File: src/rtl/lin_mode_pkg.sv
package lin_mode_pkg;
  typedef enum logic [1:0] {
    M_START   = 2'd0,
    M_NORMAL  = 2'd1,
    M_SLEEP   = 2'd2,
    M_STANDBY = 2'd3
  } mode_e;
endpackage

File: src/rtl/lin_sync.sv
module lin_sync #(
  parameter int STAGES = 2,
  parameter logic INIT = 1'b1
) (
  input  logic clk_i,
  input  logic rst_ni,
  input  logic clr_i,
  input  logic d_i,
  output logic q_o
);
  logic [STAGES-1:0] ff_q;

  for (genvar g = 0; g < STAGES; g++) begin : g_stage
    logic nxt;
    if (g == 0) begin : g_first
      assign nxt = d_i;
    end else begin : g_rest
      assign nxt = ff_q[g-1];
    end
    always_ff @(posedge clk_i or negedge rst_ni) begin
      if (!rst_ni)     ff_q[g] <= INIT;
      else if (clr_i)  ff_q[g] <= INIT;
      else             ff_q[g] <= nxt;
    end
  end

  assign q_o = ff_q[STAGES-1];
endmodule

File: src/rtl/lin_wake_qual.sv
module lin_wake_qual #(
  parameter int WAKE_CYC = 12500
) (
  input  logic clk_i,
  input  logic rst_ni,
  input  logic clr_i,
  input  logic arm_i,
  input  logic dom_i,
  output logic wake_o
);
  localparam int CW = $clog2(WAKE_CYC + 1);
  localparam logic [CW-1:0] LAST = CW'(WAKE_CYC - 1);

  logic [CW-1:0] cnt_q;

  // cnt_q counts earlier consecutive dominant samples
  assign wake_o = arm_i && dom_i && (cnt_q == LAST);

  always_ff @(posedge clk_i or negedge rst_ni) begin
    if (!rst_ni)                        cnt_q <= '0;
    else if (clr_i || !arm_i || !dom_i) cnt_q <= '0;
    else if (cnt_q != LAST)             cnt_q <= cnt_q + 1'b1;
  end
endmodule

File: src/rtl/lin_tx_guard.sv
module lin_tx_guard #(
  parameter int TXTO_CYC = 1000000
) (
  input  logic clk_i,
  input  logic rst_ni,
  input  logic clr_i,
  input  logic arm_i,
  input  logic txd_i,
  output logic expired_o
);
  localparam int CW = $clog2(TXTO_CYC + 1);
  localparam logic [CW-1:0] LIMIT = CW'(TXTO_CYC);

  logic [CW-1:0] cnt_q;

  assign expired_o = (cnt_q == LIMIT);

  always_ff @(posedge clk_i or negedge rst_ni) begin
    if (!rst_ni)                       cnt_q <= '0;
    else if (clr_i || !arm_i || txd_i) cnt_q <= '0;
    else if (!expired_o)               cnt_q <= cnt_q + 1'b1;
  end
endmodule

File: src/rtl/lin_mode_ctrl.sv
module lin_mode_ctrl
  import lin_mode_pkg::*;
#(
  parameter int WAKE_CYC    = 12500,
  parameter int TXTO_CYC    = 1000000,
  parameter int SYNC_STAGES = 2
) (
  input  logic clk_i,
  input  logic rst_ni,
  input  logic pwr_good_i,
  input  logic en_i,
  input  logic txd_i,
  input  logic bus_i,
  input  logic ot_i,
  output logic rxd_o,
  output logic drv_dom_o,
  output logic inh_o
);
  mode_e mode_q, mode_d;
  logic  bus_s, wake, tx_expired, clr;

  assign clr = !pwr_good_i;

  lin_sync #(.STAGES(SYNC_STAGES), .INIT(1'b1)) i_bus_sync (
    .clk_i (clk_i),
    .rst_ni(rst_ni),
    .clr_i (clr),
    .d_i   (bus_i),
    .q_o   (bus_s)
  );

  lin_wake_qual #(.WAKE_CYC(WAKE_CYC)) i_wake (
    .clk_i (clk_i),
    .rst_ni(rst_ni),
    .clr_i (clr),
    .arm_i (mode_q == M_SLEEP),
    .dom_i (!bus_s),
    .wake_o(wake)
  );

  lin_tx_guard #(.TXTO_CYC(TXTO_CYC)) i_tx_guard (
    .clk_i    (clk_i),
    .rst_ni   (rst_ni),
    .clr_i    (clr),
    .arm_i    (mode_q == M_NORMAL),
    .txd_i    (txd_i),
    .expired_o(tx_expired)
  );

  always_comb begin
    mode_d = mode_q;
    unique case (mode_q)
      M_START:   if (en_i) mode_d = M_NORMAL;
      M_NORMAL:  if (!en_i) mode_d = M_SLEEP;
      M_SLEEP:   if (en_i) mode_d = M_NORMAL;
                 else if (wake) mode_d = M_STANDBY;
      M_STANDBY: if (en_i) mode_d = M_NORMAL;
      default:   mode_d = M_START;
    endcase
  end

  always_ff @(posedge clk_i or negedge rst_ni) begin
    if (!rst_ni)  mode_q <= M_START;
    else if (clr) mode_q <= M_START;
    else          mode_q <= mode_d;
  end

  always_comb begin
    inh_o     = (mode_q != M_SLEEP);
    drv_dom_o = (mode_q == M_NORMAL) && !txd_i && !ot_i && !tx_expired;
    unique case (mode_q)
      M_NORMAL:  rxd_o = bus_s;
      M_STANDBY: rxd_o = 1'b0;  // latched wake flag
      default:   rxd_o = 1'b1;
    endcase
  end
endmodule

File: config.mk
export PLATFORM = sky130hd
export DESIGN_NAME = lin_mode_ctrl
export DESIGN_NICKNAME = d
export VERILOG_FILES = /design/src/rtl/lin_mode_pkg.sv /design/src/rtl/lin_sync.sv /design/src/rtl/lin_wake_qual.sv /design/src/rtl/lin_tx_guard.sv /design/src/rtl/lin_mode_ctrl.sv
export SDC_FILE = /design/constraint.sdc
export NUM_CORES = 1
export LEC_CHECK = 0
export CAP_MARGIN = 40
export CORE_UTILIZATION = 35
export CTS_CLUSTER_SIZE = 8
export DETAILED_ROUTE_END_ITERATION = 7
export DONT_BUFFER_PORTS = 1
export MAX_ROUTING_LAYER = met4
export PLACE_DENSITY = 0.46
export SLEW_MARGIN = 20
export SYNTH_ARGS = -nofsm -noshare
export SYNTH_HDL_FRONTEND = slang
export SYNTH_SLANG_ARGS = --single-unit
File: constraint.sdc
create_clock -name clk_i -period 4.47 [get_ports clk_i]
set_input_delay 0.894 -clock clk_i [delete_from_list [all_inputs] [get_ports clk_i]]
set_output_delay 0.894 -clock clk_i [all_outputs]
set_load 0.03 [all_outputs]
# After elaboration in Yosys (flattened, before gate mapping)
# Cells that the tools add are included.
[op_classes]
muxes = 13
reduce_logical = 20
n_addsub = 2
n_eq_ne = 11
[op_table]
columns = ["cell", "count"]
rows = [
  ["two-way mux 20 bit", 2],
  ["two-way mux 14 bit", 2],
  ["adder 20 x 1 -> 20 bit, second input constant", 1],
  ["== test 20 bit, second input constant", 1],
  ["adder 14 x 1 -> 14 bit, second input constant", 1],
  ["== test 14 bit, second input constant", 1],
  ["!= test 14 bit, second input constant", 1],
  ["two-way mux 2 bit", 5],
  ["zero test 1 bit", 7],
  ["case mux 2 bit (3 select lines)", 1],
  ["logical AND 1 bit", 5],
  ["== test 2 bit, second input constant", 2],
  ["logical OR 1 bit", 4],
  ["!= test 2 bit, second input constant", 2],
  ["!= test 4 bit, second input constant", 1],
  ["!= test 3 x 2 -> 1 bit, second input constant", 1],
  ["!= test 3 bit, second input constant", 1],
  ["AND reduction 3 bit", 1],
  ["== test 2 x 1 -> 1 bit, second input constant", 1],
  ["zero test 2 bit", 1],
  ["two-way mux 1 bit", 2],
  ["case mux 1 bit (2 select lines)", 1],
  ["nonzero test 2 bit", 1],
  ["OR reduction 2 bit", 1],
]
[totals]
inputBits = 7
word_cells = 51
ff_bits = 38

# Longest topological paths before layout
[logic_depth]
word_depth = 7
mapped_depth = 7
ltp_nobuf = 6

# By module
# Synthesis repeated with hierarchy kept, for this count alone.
[hier_totals]
cells_unflattened = 224
area_unflattened_um2 = 2144.6
[by_module_without_submodules]
columns = ["module", "area_per_inst_um2", "cells_each", "instances", "seq_area_each_um2"]
rows = [
  ["lin_tx_guard", 1088.5, 117, 1, 500.5],
  ["lin_wake_qual", 785.8, 81, 1, 350.3],
  ["lin_mode_ctrl", 205.2, 22, 1, 50.0],
  ["lin_sync", 65.1, 4, 1, 52.6],
]

# Worst setup path after synthesis
# Ideal clock, no wire load.
[synth_path]
path_type = "input to output"
from = "input txd_i"
to = "output drv_dom_o"
t_arrival_ns = 1.885
path_stages = 1
required_ns = 3.576
path_slack_ns = 1.691
path_cell_list = "nor4_1"
[synth_via]
elab_chain_cells = 4
[synth_rtl]
columns = ["item", "line_no", "rtl"]
rows = [
  ["from (decl)", "lin_mode_ctrl.sv:12", "input logic txd_i,"],
  ["zero test 1 bit", "lin_mode_ctrl.sv:70", "drv_dom_o = (mode_q == M_NORMAL) && !txd_i && !ot_i && !tx_expired;"],
  ["logical AND 1 bit (3 in a row)", "lin_mode_ctrl.sv:70", ""],
  ["to (decl)", "lin_mode_ctrl.sv:16", "output logic drv_dom_o,"],
]
# Every way passes these cells.

# Worst setup path after layout
[layout_path]
from = "register i_tx_guard.cnt_q[0]"
to = "output drv_dom_o"
[layout_via]
elab_chain_cells = 3
[layout_rtl]
columns = ["item", "line_no", "rtl"]
rows = [
  ["from (decl)", "lin_tx_guard.sv:14", "logic [CW-1:0] cnt_q;"],
  ["from (signal assigned)", "lin_tx_guard.sv:21", "else if (!expired_o) cnt_q <= cnt_q + 1'b1;"],
  ["== test 20 bit", "lin_tx_guard.sv:16", "assign expired_o = (cnt_q == LIMIT);"],
  ["zero test 1 bit", "n/a", ""],
  ["logical AND 1 bit", "lin_mode_ctrl.sv:70", ""],
]
# Every way passes these cells.

==> flow_summary_export.csv <==
group,metric,value,unit
grt,antenna_found_initial,0,
synth,synth.avg_cell_area,9.37,sq um
clock_tree,clockBufferDepth,2,
critical_path,endpoint_kind,"primary output",
synth,yosys_register_bits,38,
final_layout,drive_above_1_share,6.36,%
synth,synth_fa_ha_area_share,3.66,%
clock_tree,cts_sinks,38,
grt,overflow,0,
timing,max_slew_margin,60.2,%
critical_path,rr_worst_depth,4,
floorplan,coreArea,5570,sq um
timing,hold_viol,0,
clock_tree,post_cts_buffers,0,
clock_tree,cts_tree,"built",
clock_tree,clk_latency,0.29,ns
synth,synth_compound_area_share,9.27,%
grt,grt.total_usage,15.9,%
floorplan,dieArea,6170,sq um
final_layout,fin_nets,232,
clock_tree,cts.htree.levels,2,
critical_path,reg2reg_to,"mode_q[0]",
placed_design,place_inst,284,
synth,yosys.area_share.simple,27.8,%
clock_tree,hold_buffers,0,
flow_run,maxCapViolations,0,
critical_path,crit_buf_inv,2,
timing,tightest_slew,0.596,ns
final_layout,final_area,2230,sq um
critical_path,critPathRequiredTime,3.58,ns
critical_path,startpoint,"i_tx_guard.cnt_q[0]",
critical_path,startpoint_type,"register",
synth,synth_nets,232,
timing,min_period,3.09,ns
critical_path,rr_startpoint,"i_wake.cnt_q[2]",
final_layout,fin_util,40.0,%
clock_tree,clk_pin_slew,0.08,ns
floorplan,initial_core_util,36.8,%
route,drc,0,
grt,grt_max_degree,39,
synth,synth_xor_area_share,8.96,%
route,detailedRoute.firstIterationViolations,88,
final_layout,fin_cells,292,
route,avgRoutedWirePerCell,14.5,um
placed_design,placed_area,2120,sq um
timing,fin_crit_sh,69.1,%
critical_path,path_cells,"inv_1 -> ha_1 -> or4bb_1 -> or3_1 -> nor2_1 -> nor4_1 -> buf_4",
final_layout,n_antenna_cell,0,
final_layout,area_delta_synth_final,8.78,%
final_layout,layout_commonest_cell,"dfrtp_1",
final_layout,layout_common_cells,"dfrtp_1 (36), nor2_1 (26), xor2_1 (15)",
placed_design,hpwl,2940,um
critical_path,crit_end,"drv_dom_o",
synth,yosysSeqAreaShare,46.5,%
timing,slew_viol_final,0,
synth,syn_inst,219,
critical_path,r2r_setup_slack,2.26,ns
grt,grt_pass1_wl,7470,um
route,dr.pass1.iters,5,
critical_path,cp.depth,7,
floorplan,die_width,78.6,um
critical_path,arrival,2.20,ns
critical_path,crit_fanout,5,
power,peakVddDrop,0.183,mV
critical_path,cp_slowest_stage_delay,0.48,ns
outcome,outcome,"finished clean",
placed_design,gp_congestion,0.800,
floorplan,die_y,78.6,um
clock_tree,ctsResizeCount,0,
floorplan,ios,10,
synth,synth.mux.area_fraction,0.488,%
grt,grt_pass1_vias,1546,
timing,rsz0062_at_grt,"false",
critical_path,crit_slowest_cell,"or4bb_1",
timing,setup_viol,0,
clock_tree,cts_made_buffers,5,
critical_path,cp_top_family,"simple AND/OR/NAND/NOR gates",
route,detail-route-antenna-nets,0,
timing,skew,0.00939,ns
placed_design,portBuffers,0,
synth,synth_top_family_by_area,"simple AND/OR/NAND/NOR gates",
power,finalPower,0.000759,W
floorplan,row_count,27,
timing,clock.fmax,324,MHz
synth,synth_cell_types,37,
power,leakagePower,0.870,nW
route,via_per_inst,5.49,
power,powerDensity,340,nW/um^2
clock_tree,cts_root_buf,"clkbuf_8",
route,vias,1602,
synth,yosys_warnings,0,
timing,tns,0,ns
synth,netlist_area,2050,sq um
critical_path,critPathKind,"register to primary output",
route,wl,4230,um
min_path,hp-class,"input port to asynchronous set/reset pin",
worst min path at each step:
stage                                         start  slack [ns]                   to
final                                        rst_ni        0.29  i_tx_guard.cnt_q[9]
after global routing                         rst_ni        0.27      i_wake.cnt_q[4]
after CTS                                    rst_ni        0.28      i_wake.cnt_q[8]
after detailed placement  i_bus_sync.g_stage[1].nxt        0.47       i_bus_sync.q_o
after global placement    i_bus_sync.g_stage[1].nxt        0.47       i_bus_sync.q_o
after floorplan           i_bus_sync.g_stage[1].nxt        0.47       i_bus_sync.q_o
per-stage QoR:
step                hold slack, ns  setup slack [ns]
floorplan                    0.465              1.69
global placement             0.469              1.72
detailed placement           0.473              1.68
CTS                          0.279              1.35
global route                 0.270              1.22
finish                       0.291              1.38
final cells by class:
type                            instances  area [sq um]
Tap cell                               72          90.1
Clock inverter                          3          40.0
Fill cell                             552          3340
Sequential cell                        38           953
Inverter                                8          30.0
Clock buffer                            5          68.8
Timing Repair Buffer                    3          20.0
Multi-Input combinational cell        163          1030
power by group:
group / internal (W) / switching (W)
registers: 0.000353 / 0.0000108
clock network: 0.000164 / 0.000122
logic: 0.0000400 / 0.0000686
total: 0.000557 / 0.000202
synthesized netlist by cell type:
library cell  instances  area [sq um]
dfrtp_1              36           901
nor2_1               26          97.6
xor2_1               15           131
a21oi_1              13          65.1
nand3_1              13          65.1
nand2_1              12          45.0
clkbuf_1              9          33.8
nand4_1               9          56.3
inv_1                 8          30.0
o21ai_0               8          40.0
ha_1                  6          75.1
or3_1                 6          37.5
xnor2_1               6          52.6
and2_1                5          31.3
and4_1                5          43.8
or4_1                 5          37.5
nand2b_1              4          25.0
nor3_1                4          20.0
and3_1                3          18.8
nand3b_1              3          22.5
nor4_1                3          18.8
o31ai_1               3          22.5
dfstp_2               2          52.6
o211ai_1              2          15.0
a211oi_1              1          7.51
buf_2                 1          5.00
mux2i_1               1          10.0
nand4bb_1             1          11.3
nor4b_1               1          8.76
o21a_1                1          7.51
o21bai_1              1          7.51
o22ai_1               1          6.26
o311a_1               1          10.0
o41ai_1               1          8.76
or4b_1                1          10.0
or4b_2                1          10.0
or4bb_1               1          11.3
registers in the layout (all words and copies together), names as in the netlist:
register                cells
i_wake.cnt_q               14
i_bus_sync.q_o              1
i_bus_sync.g_stage.nxt      1
mode_q                      2
i_tx_guard.cnt_q           20
cells by family (layout without fill, tap and decap cells):
group | count (synthesis) | in the layout
XOR/XNOR | 21 | 21
AO/OA/AOI/OAI | 32 | 32
buffers and inverters | 18 | 19
multiplexers | 1 | 1
AND/OR/NAND/NOR | 103 | 103
adder cells (fa/ha/maj) | 6 | 6
flip-flops | 38 | 38
metal layers:
metal	wire length, um	part of all wire (%)	vias to the layer above	GRT usage [%]
li1	-	-	776	-
met1	2150	51	798	22.2
met2	1890	45	22	22.8
met3	143	3.4	6	3.49
met4	45	1.1	0	5.00
met5	0	0	-	-
No activity file was read; power rests on OpenSTA's default activity.
